File: config.mk
export PLATFORM = sky130hd
export DESIGN_NAME = simd_sat_adder
export DESIGN_NICKNAME = d
export VERILOG_FILES = /design/src/rtl/simd_pkg.sv /design/src/rtl/simd_byte_slice.sv /design/src/rtl/simd_lane_clamp.sv /design/src/rtl/simd_out_reg.sv /design/src/rtl/simd_sat_adder.sv
export SDC_FILE = /design/constraint.sdc
export NUM_CORES = 1
export LEC_CHECK = 0
export CAP_MARGIN = 20
export CORE_ASPECT_RATIO = 0.5
export CORE_MARGIN = 1
export CORE_UTILIZATION = 48
export CTS_CLUSTER_DIAMETER = 40
export DETAILED_ROUTE_END_ITERATION = 8
export GPL_TIMING_DRIVEN = 0
export PLACE_DENSITY = 0.83
export SLEW_MARGIN = 20
export SYNTH_ARGS = -nofsm -noshare
export SYNTH_HDL_FRONTEND = slang
export SYNTH_SLANG_ARGS = --single-unit
File: constraint.sdc
create_clock -name clk -period 13 [get_ports clk]
set_input_delay 1.95 -clock clk [delete_from_list [all_inputs] [get_ports clk]]
set_output_delay 1.95 -clock clk [all_outputs]
set_load 0.005 [all_outputs]
File: src/rtl/simd_pkg.sv
`timescale 1ns/1ps
package simd_pkg;
  localparam int SLICE_W = 8;

  typedef enum logic [1:0] {
    SZ_BYTE  = 2'd0,
    SZ_WORD  = 2'd1,
    SZ_DWORD = 2'd2,
    SZ_SPARE = 2'd3
  } lane_sz_t;

  typedef enum logic [1:0] {
    MD_WRAP  = 2'd0,
    MD_SSAT  = 2'd1,
    MD_USAT  = 2'd2,
    MD_SPARE = 2'd3
  } arith_md_t;
endpackage

File: src/rtl/simd_byte_slice.sv
`timescale 1ns/1ps
// One slice of the carry chain: adds dst and (optionally inverted) src.
// Brings out the carry into the top bit and the carry out for overflow decisions.
module simd_byte_slice #(
  parameter int W = 8
) (
  input  logic [W-1:0] a,
  input  logic [W-1:0] b,
  input  logic         sub,
  input  logic         cin,
  output logic [W-1:0] sum,
  output logic         c_top,
  output logic         c_out
);
  logic [W-1:0] b_eff;
  logic [W-1:0] low;
  logic         s_msb;

  assign b_eff = sub ? ~b : b;
  assign low   = {1'b0, a[W-2:0]} + {1'b0, b_eff[W-2:0]} + {{(W-1){1'b0}}, cin};
  assign c_top = low[W-1];
  assign {c_out, s_msb} = {1'b0, a[W-1]} + {1'b0, b_eff[W-1]} + {1'b0, c_top};
  assign sum   = {s_msb, low[W-2:0]};
endmodule

File: src/rtl/simd_lane_clamp.sv
`timescale 1ns/1ps
// Per-slice result select: each slice reads the overflow flags of its lane's top slice.
module simd_lane_clamp #(
  parameter int N_SL = 8,
  parameter int SW   = 8
) (
  input  logic [1:0]         lane_sz,
  input  logic [1:0]         arith_md,
  input  logic               op_sub,
  input  logic [SW-1:0]      sums [N_SL],
  input  logic               ctop [N_SL],
  input  logic               cout [N_SL],
  input  logic               amsb [N_SL],
  output logic [N_SL*SW-1:0] res
);
  localparam int IDX_W = (N_SL > 1) ? $clog2(N_SL) : 1;

  logic narrow;
  assign narrow = ~lane_sz[1];

  for (genvar i = 0; i < N_SL; i++) begin : g_cl
    localparam logic [IDX_W-1:0] TOP_B = IDX_W'(i);
    localparam logic [IDX_W-1:0] TOP_W = IDX_W'(i | 1);
    localparam logic [IDX_W-1:0] TOP_D = IDX_W'(i | 3);

    logic [IDX_W-1:0] top;
    logic             sat_s;
    logic             sat_u;

    always_comb begin
      case (lane_sz)
        2'd0:    top = TOP_B;
        2'd1:    top = TOP_W;
        default: top = TOP_D;
      endcase
    end

    assign sat_s = narrow && (arith_md == 2'd1) && (ctop[top] ^ cout[top]);
    assign sat_u = narrow && (arith_md == 2'd2) && (cout[top] ^ op_sub);

    always_comb begin
      if (sat_s) begin
        if (top == TOP_B) res[i*SW +: SW] = {amsb[top], {(SW-1){~amsb[top]}}};
        else              res[i*SW +: SW] = {SW{~amsb[top]}};
      end else if (sat_u) begin
        res[i*SW +: SW] = {SW{~op_sub}};
      end else begin
        res[i*SW +: SW] = sums[i];
      end
    end
  end
endmodule

File: src/rtl/simd_out_reg.sv
`timescale 1ns/1ps
module simd_out_reg #(
  parameter int W = 64
) (
  input  logic         clk,
  input  logic         rst,
  input  logic         en,
  input  logic [W-1:0] d,
  output logic [W-1:0] q,
  output logic         vld
);
  always_ff @(posedge clk) begin
    if (rst) begin
      q   <= '0;
      vld <= 1'b0;
    end else begin
      vld <= en;
      if (en) q <= d;
    end
  end
endmodule

File: src/rtl/simd_sat_adder.sv
`timescale 1ns/1ps
module simd_sat_adder
  import simd_pkg::*;
#(
  parameter int DATA_W = 64
) (
  input  logic              clk,
  input  logic              rst,
  input  logic              valid_in,
  input  logic              op_sub,
  input  logic [1:0]        lane_sz,
  input  logic [1:0]        arith_md,
  input  logic [DATA_W-1:0] dst_in,
  input  logic [DATA_W-1:0] src_in,
  output logic [DATA_W-1:0] res_out,
  output logic              res_valid
);
  localparam int N_SL = DATA_W / SLICE_W;

  logic [SLICE_W-1:0] sl_sum  [N_SL];
  logic               sl_ctop [N_SL];
  logic               sl_cout [N_SL];
  logic               sl_amsb [N_SL];
  logic [DATA_W-1:0]  lane_res;

  for (genvar i = 0; i < N_SL; i++) begin : g_sl
    logic cin;
    logic cout_w;

    if (i == 0) begin : g_first
      assign cin = op_sub;
    end else begin : g_rest
      logic lane_start;
      always_comb begin
        case (lane_sz)
          2'd0:    lane_start = 1'b1;
          2'd1:    lane_start = ((i % 2) == 0);
          default: lane_start = ((i % 4) == 0);
        endcase
      end
      assign cin = lane_start ? op_sub : g_sl[i-1].cout_w;
    end

    simd_byte_slice #(.W(SLICE_W)) u_slice (
      .a     (dst_in[i*SLICE_W +: SLICE_W]),
      .b     (src_in[i*SLICE_W +: SLICE_W]),
      .sub   (op_sub),
      .cin   (cin),
      .sum   (sl_sum[i]),
      .c_top (sl_ctop[i]),
      .c_out (cout_w)
    );

    assign sl_cout[i] = cout_w;
    assign sl_amsb[i] = dst_in[i*SLICE_W + SLICE_W - 1];
  end

  simd_lane_clamp #(.N_SL(N_SL), .SW(SLICE_W)) u_clamp (
    .lane_sz  (lane_sz),
    .arith_md (arith_md),
    .op_sub   (op_sub),
    .sums     (sl_sum),
    .ctop     (sl_ctop),
    .cout     (sl_cout),
    .amsb     (sl_amsb),
    .res      (lane_res)
  );

  simd_out_reg #(.W(DATA_W)) u_oreg (
    .clk (clk),
    .rst (rst),
    .en  (valid_in),
    .d   (lane_res),
    .q   (res_out),
    .vld (res_valid)
  );
endmodule

==> results_dict.tcl <==
set metrics [dict create \
    combinational_cell_fraction_of_total_power 0.487 \
    synth-async-reset-ratio 0 \
    die_area_um2 13500 \
    ff2ff_setup_slack_ns 12.23 \
    slew_viol_final 0 \
    number_of_remaining_drc_errors 0 \
    port_buffers 199 \
    clock_insertion_delay_worst_skew_ns 0.34 \
    maxCapViolations 0 \
    setup_viol 0 \
    timing_hold_violations_final 0 \
    outcome "finished, final reports clean" \
    pin_count 201 \
    final-instance-count-excl-fill 1183 \
    drive_above_1_share 0.0484 \
    finClkSkew_ns 0 \
    finish.net_count 1216 \
    max-clock-path-buffers 2 \
    post-route-period-util 0.953 \
    r2r.worst_path.cells 2 \
    yosys.area.top_type_share 0.208 \
    routed_wl_um 19800 \
    end_kind "register" \
    required_ns 13.18 \
    grt_antenna_before_repair 0 \
    fmaxAchievable_mhz 80.7 \
    synth_edf_count 0 \
    ant_nets 0 \
    cts-hold-fix-buffers 0 \
    timing.setup.tns_ns 0 \
    tritoncts.num_buffers 9 \
    die_height_um 82.8 \
    synth_cells 798 \
    cts.htree.levels 3 \
    global_route.overflow_total 0 \
    final.fill_count 1073 \
    clock_sinks 65 \
    critPathMostFrequentCell "fa_1" \
    post_synth_instance_area_um2 6270 \
    grt_util_all_layers 0.291 \
    avgViaCountPerCell 5.56 \
    synthesis.area_per_instance_um2 7.86 \
    worstMarginPinSlew_ns 1.15 \
    floorplan.initialDensity 0.494 \
    critPathArrivalTime_ns 12.57 \
    routed_wire_length_per_instance_um 16.7 \
    detail_route.first_pass.iterations 8 \
    final.min_clock_period_ns 12.39 \
    main_synth_ff_type "dfxtp_1" \
    min-delay-start "u_oreg.q[0]" \
    net_count_synth 1006 \
    synthToLayoutAreaGrowth_pct 39.8 \
    postCtsSetupBuffers 0 \
    fp-row-count 29 \
    dp_worst_setup_slack_ns 0.171 \
    synthDominantAreaCellType "dfxtp_1" \
    setup_repair_after_global_routing_missed_its_margin "false" \
    crit-reg2reg-capture "u_oreg.q[19]" \
    critPathLaunchType "input port" \
    cts_tree "done" \
    p_int_w 0.000594 \
    core_area_um2 12700 \
    hold_path.class "reg -> reg" \
    seq_area_frac_synth 0.208 \
    chipWidth_um 164 \
    grt_first_pass_wirelength_um 31000 \
    power_frac_clock 0.249 \
    place_congestion 0.932 \
    clk_pin_slew_worst_paths_ns 0.06 \
    cts_resized 0 \
    timing.final.ws_setup_ns 0.613 \
    yosys_register_bits 65 \
    drt_iter0_markers 592 \
    cp_max_stage_cell "clkdlybuf4s50_1" \
    switching_share 0.363 \
    first_global_vias 6352 \
    netlist_top_cells_area "dfxtp_1 (21%), ha_1 (10%), xor2_1 (9.4%)" \
    grt_max_degree 13 \
    netSwitchingPower_w 0.000339 \
    relSlewSlack 0.228 \
    critical_path_class "in -> reg" \
    startpoint "op_sub" \
    dp_cells 1167 \
    worstSetupEndpoint "u_oreg.q[19]" \
    cpPeakStageDelay_ns 0.62 \
    synth-warning-count 0 \
    path_max_fanout 10 \
    number_of_distinct_library_cells_after_synthesis 64 \
    clk_root_buffer_cell "clkbuf_16" \
    power.sequential.fraction 0.264 \
    power.density_nw_per_um2 106 \
    leakagePower_nw 3.62 \
    diodes 0 \
    vdd.ir_drop.worst_v 0.0000692 \
    detailroute.via_count 6579 \
    r2r-start "u_oreg.q[19]" \
    detailedPlacementHpwl_um 15800 \
]
[cells by family (layout without fill, tap and decap cells)]
group	Yosys count	after routing	share of synthesized area
flops	65	65	0.208
compound gates	268	268	0.262
buf+inv	73	288	0.0447
simple gates	197	197	0.138
fa+ha+maj	72	72	0.170
xor+xnor	111	111	0.156
mux	12	12	0.0214
[layer usage]
layer / wire (um) / share of wire / global-route usage
met5: 0 / 0 / 0
met4: 447 / 0.023 / 0.0976
met3: 1730 / 0.087 / 0.0679
met2: 8720 / 0.44 / 0.458
met1: 8880 / 0.45 / 0.390
[worst min path at each step]
stage / to / slack (ns) / cells past startpoint
2_1_floorplan: u_oreg.q[47] / 0.44 / 2
3_3_place_gp: u_oreg.q[47] / 0.43 / 2
3_5_place_dp: u_oreg.q[0] / 0.44 / 2
4_1_cts: u_oreg.q[0] / 0.45 / 2
5_1_grt: u_oreg.q[23] / 0.47 / 2
6_report: u_oreg.q[0] / 0.44 / 2
[sequential cells by signal, indices dropped and copies added, names as in the netlist]
signal and cells:
u_oreg.q 64, u_oreg.vld 1
[stage by stage]
step / util / instance area, um^2 / total power, W / hold WS, ns
2_1_floorplan: - / 6270 / 0.000527 / 0.439
3_3_place_gp: 0.667 / 8470 / 0.000684 / 0.435
3_5_place_dp: 0.667 / 8470 / 0.000695 / 0.440
4_1_cts: 0.689 / 8750 / 0.000927 / 0.448
5_1_grt: 0.690 / 8760 / 0.000990 / 0.468
6_report: 0.690 / 8760 / 0.000932 / 0.444
[placed cells by master, fill, tap and decap left out, types with 41 or more instances in the layout]
cell type / instances
ha_1: 50
nor2_1: 50
inv_1: 41
nand2_1: 94
xor2_1: 67
a21oi_1: 89
clkdlybuf4s50_1: 199
dfxtp_1: 65
o21ai_0: 71
xnor2_1: 43
[cells in the mapped netlist (2+ instances only)]
| cell | number |
|---|---|
| nand3_1 | 4 |
| a21o_1 | 18 |
| nand2_1 | 94 |
| a211oi_1 | 8 |
| a21oi_1 | 89 |
| fa_1 | 22 |
| o31a_1 | 2 |
| clkbuf_1 | 18 |
| o221ai_1 | 2 |
| a41oi_2 | 2 |
| o31ai_1 | 3 |
| a31oi_1 | 5 |
| nor3_1 | 11 |
| a21oi_2 | 2 |
| nor2_1 | 50 |
| ha_1 | 50 |
| xnor2_1 | 43 |
| inv_1 | 41 |
| o22ai_1 | 7 |
| o21bai_1 | 3 |
| xor2_1 | 67 |
| buf_2 | 5 |
| mux2i_1 | 10 |
| nand2b_1 | 9 |
| nand4_1 | 5 |
| or2_2 | 2 |
| buf_1 | 8 |
| o21a_1 | 12 |
| a31o_2 | 2 |
| dfxtp_1 | 65 |
| o21ai_0 | 71 |
| o21ai_1 | 23 |
| or3_1 | 2 |
| nor2b_1 | 13 |
[area by class of cell]
class,instances,area (um^2),share of cell area
multi-input combinational,660,4690,0.535
timing repair buffer,199,1990,0.227
clock buffer,10,239,0.0273
sequential,65,1300,0.149
tap,170,213,0.0243
inverter,42,158,0.0180
buffer,31,129,0.0147
clock inverter,6,42.5,0.00486
[power groups by stage]
stage | Sequential [W] | Clock [W] | Combinational [W]
5_1_grt | 0.000248 | 0.000241 | 0.000500
4_1_cts | 0.000246 | 0.000232 | 0.000450
6_report | 0.000246 | 0.000232 | 0.000454
2_1_floorplan | 0.000249 | 0 | 0.000277
3_5_place_dp | 0.000250 | 0 | 0.000445
3_3_place_gp | 0.000249 | 0 | 0.000435
[critical path, delay by kind of cell]
| family | cells | cell delay [ns] |
|---|---|---|
| AO/OA/AOI/OAI | 16 | 3.48 |
| buffers and inverters | 7 | 2.68 |
| AND/OR/NAND/NOR | 8 | 1.03 |
| XOR/XNOR | 1 | 0.17 |
| adder cells (fa/ha/maj) | 8 | 3.23 |
(Power assumes the default switching activity.)
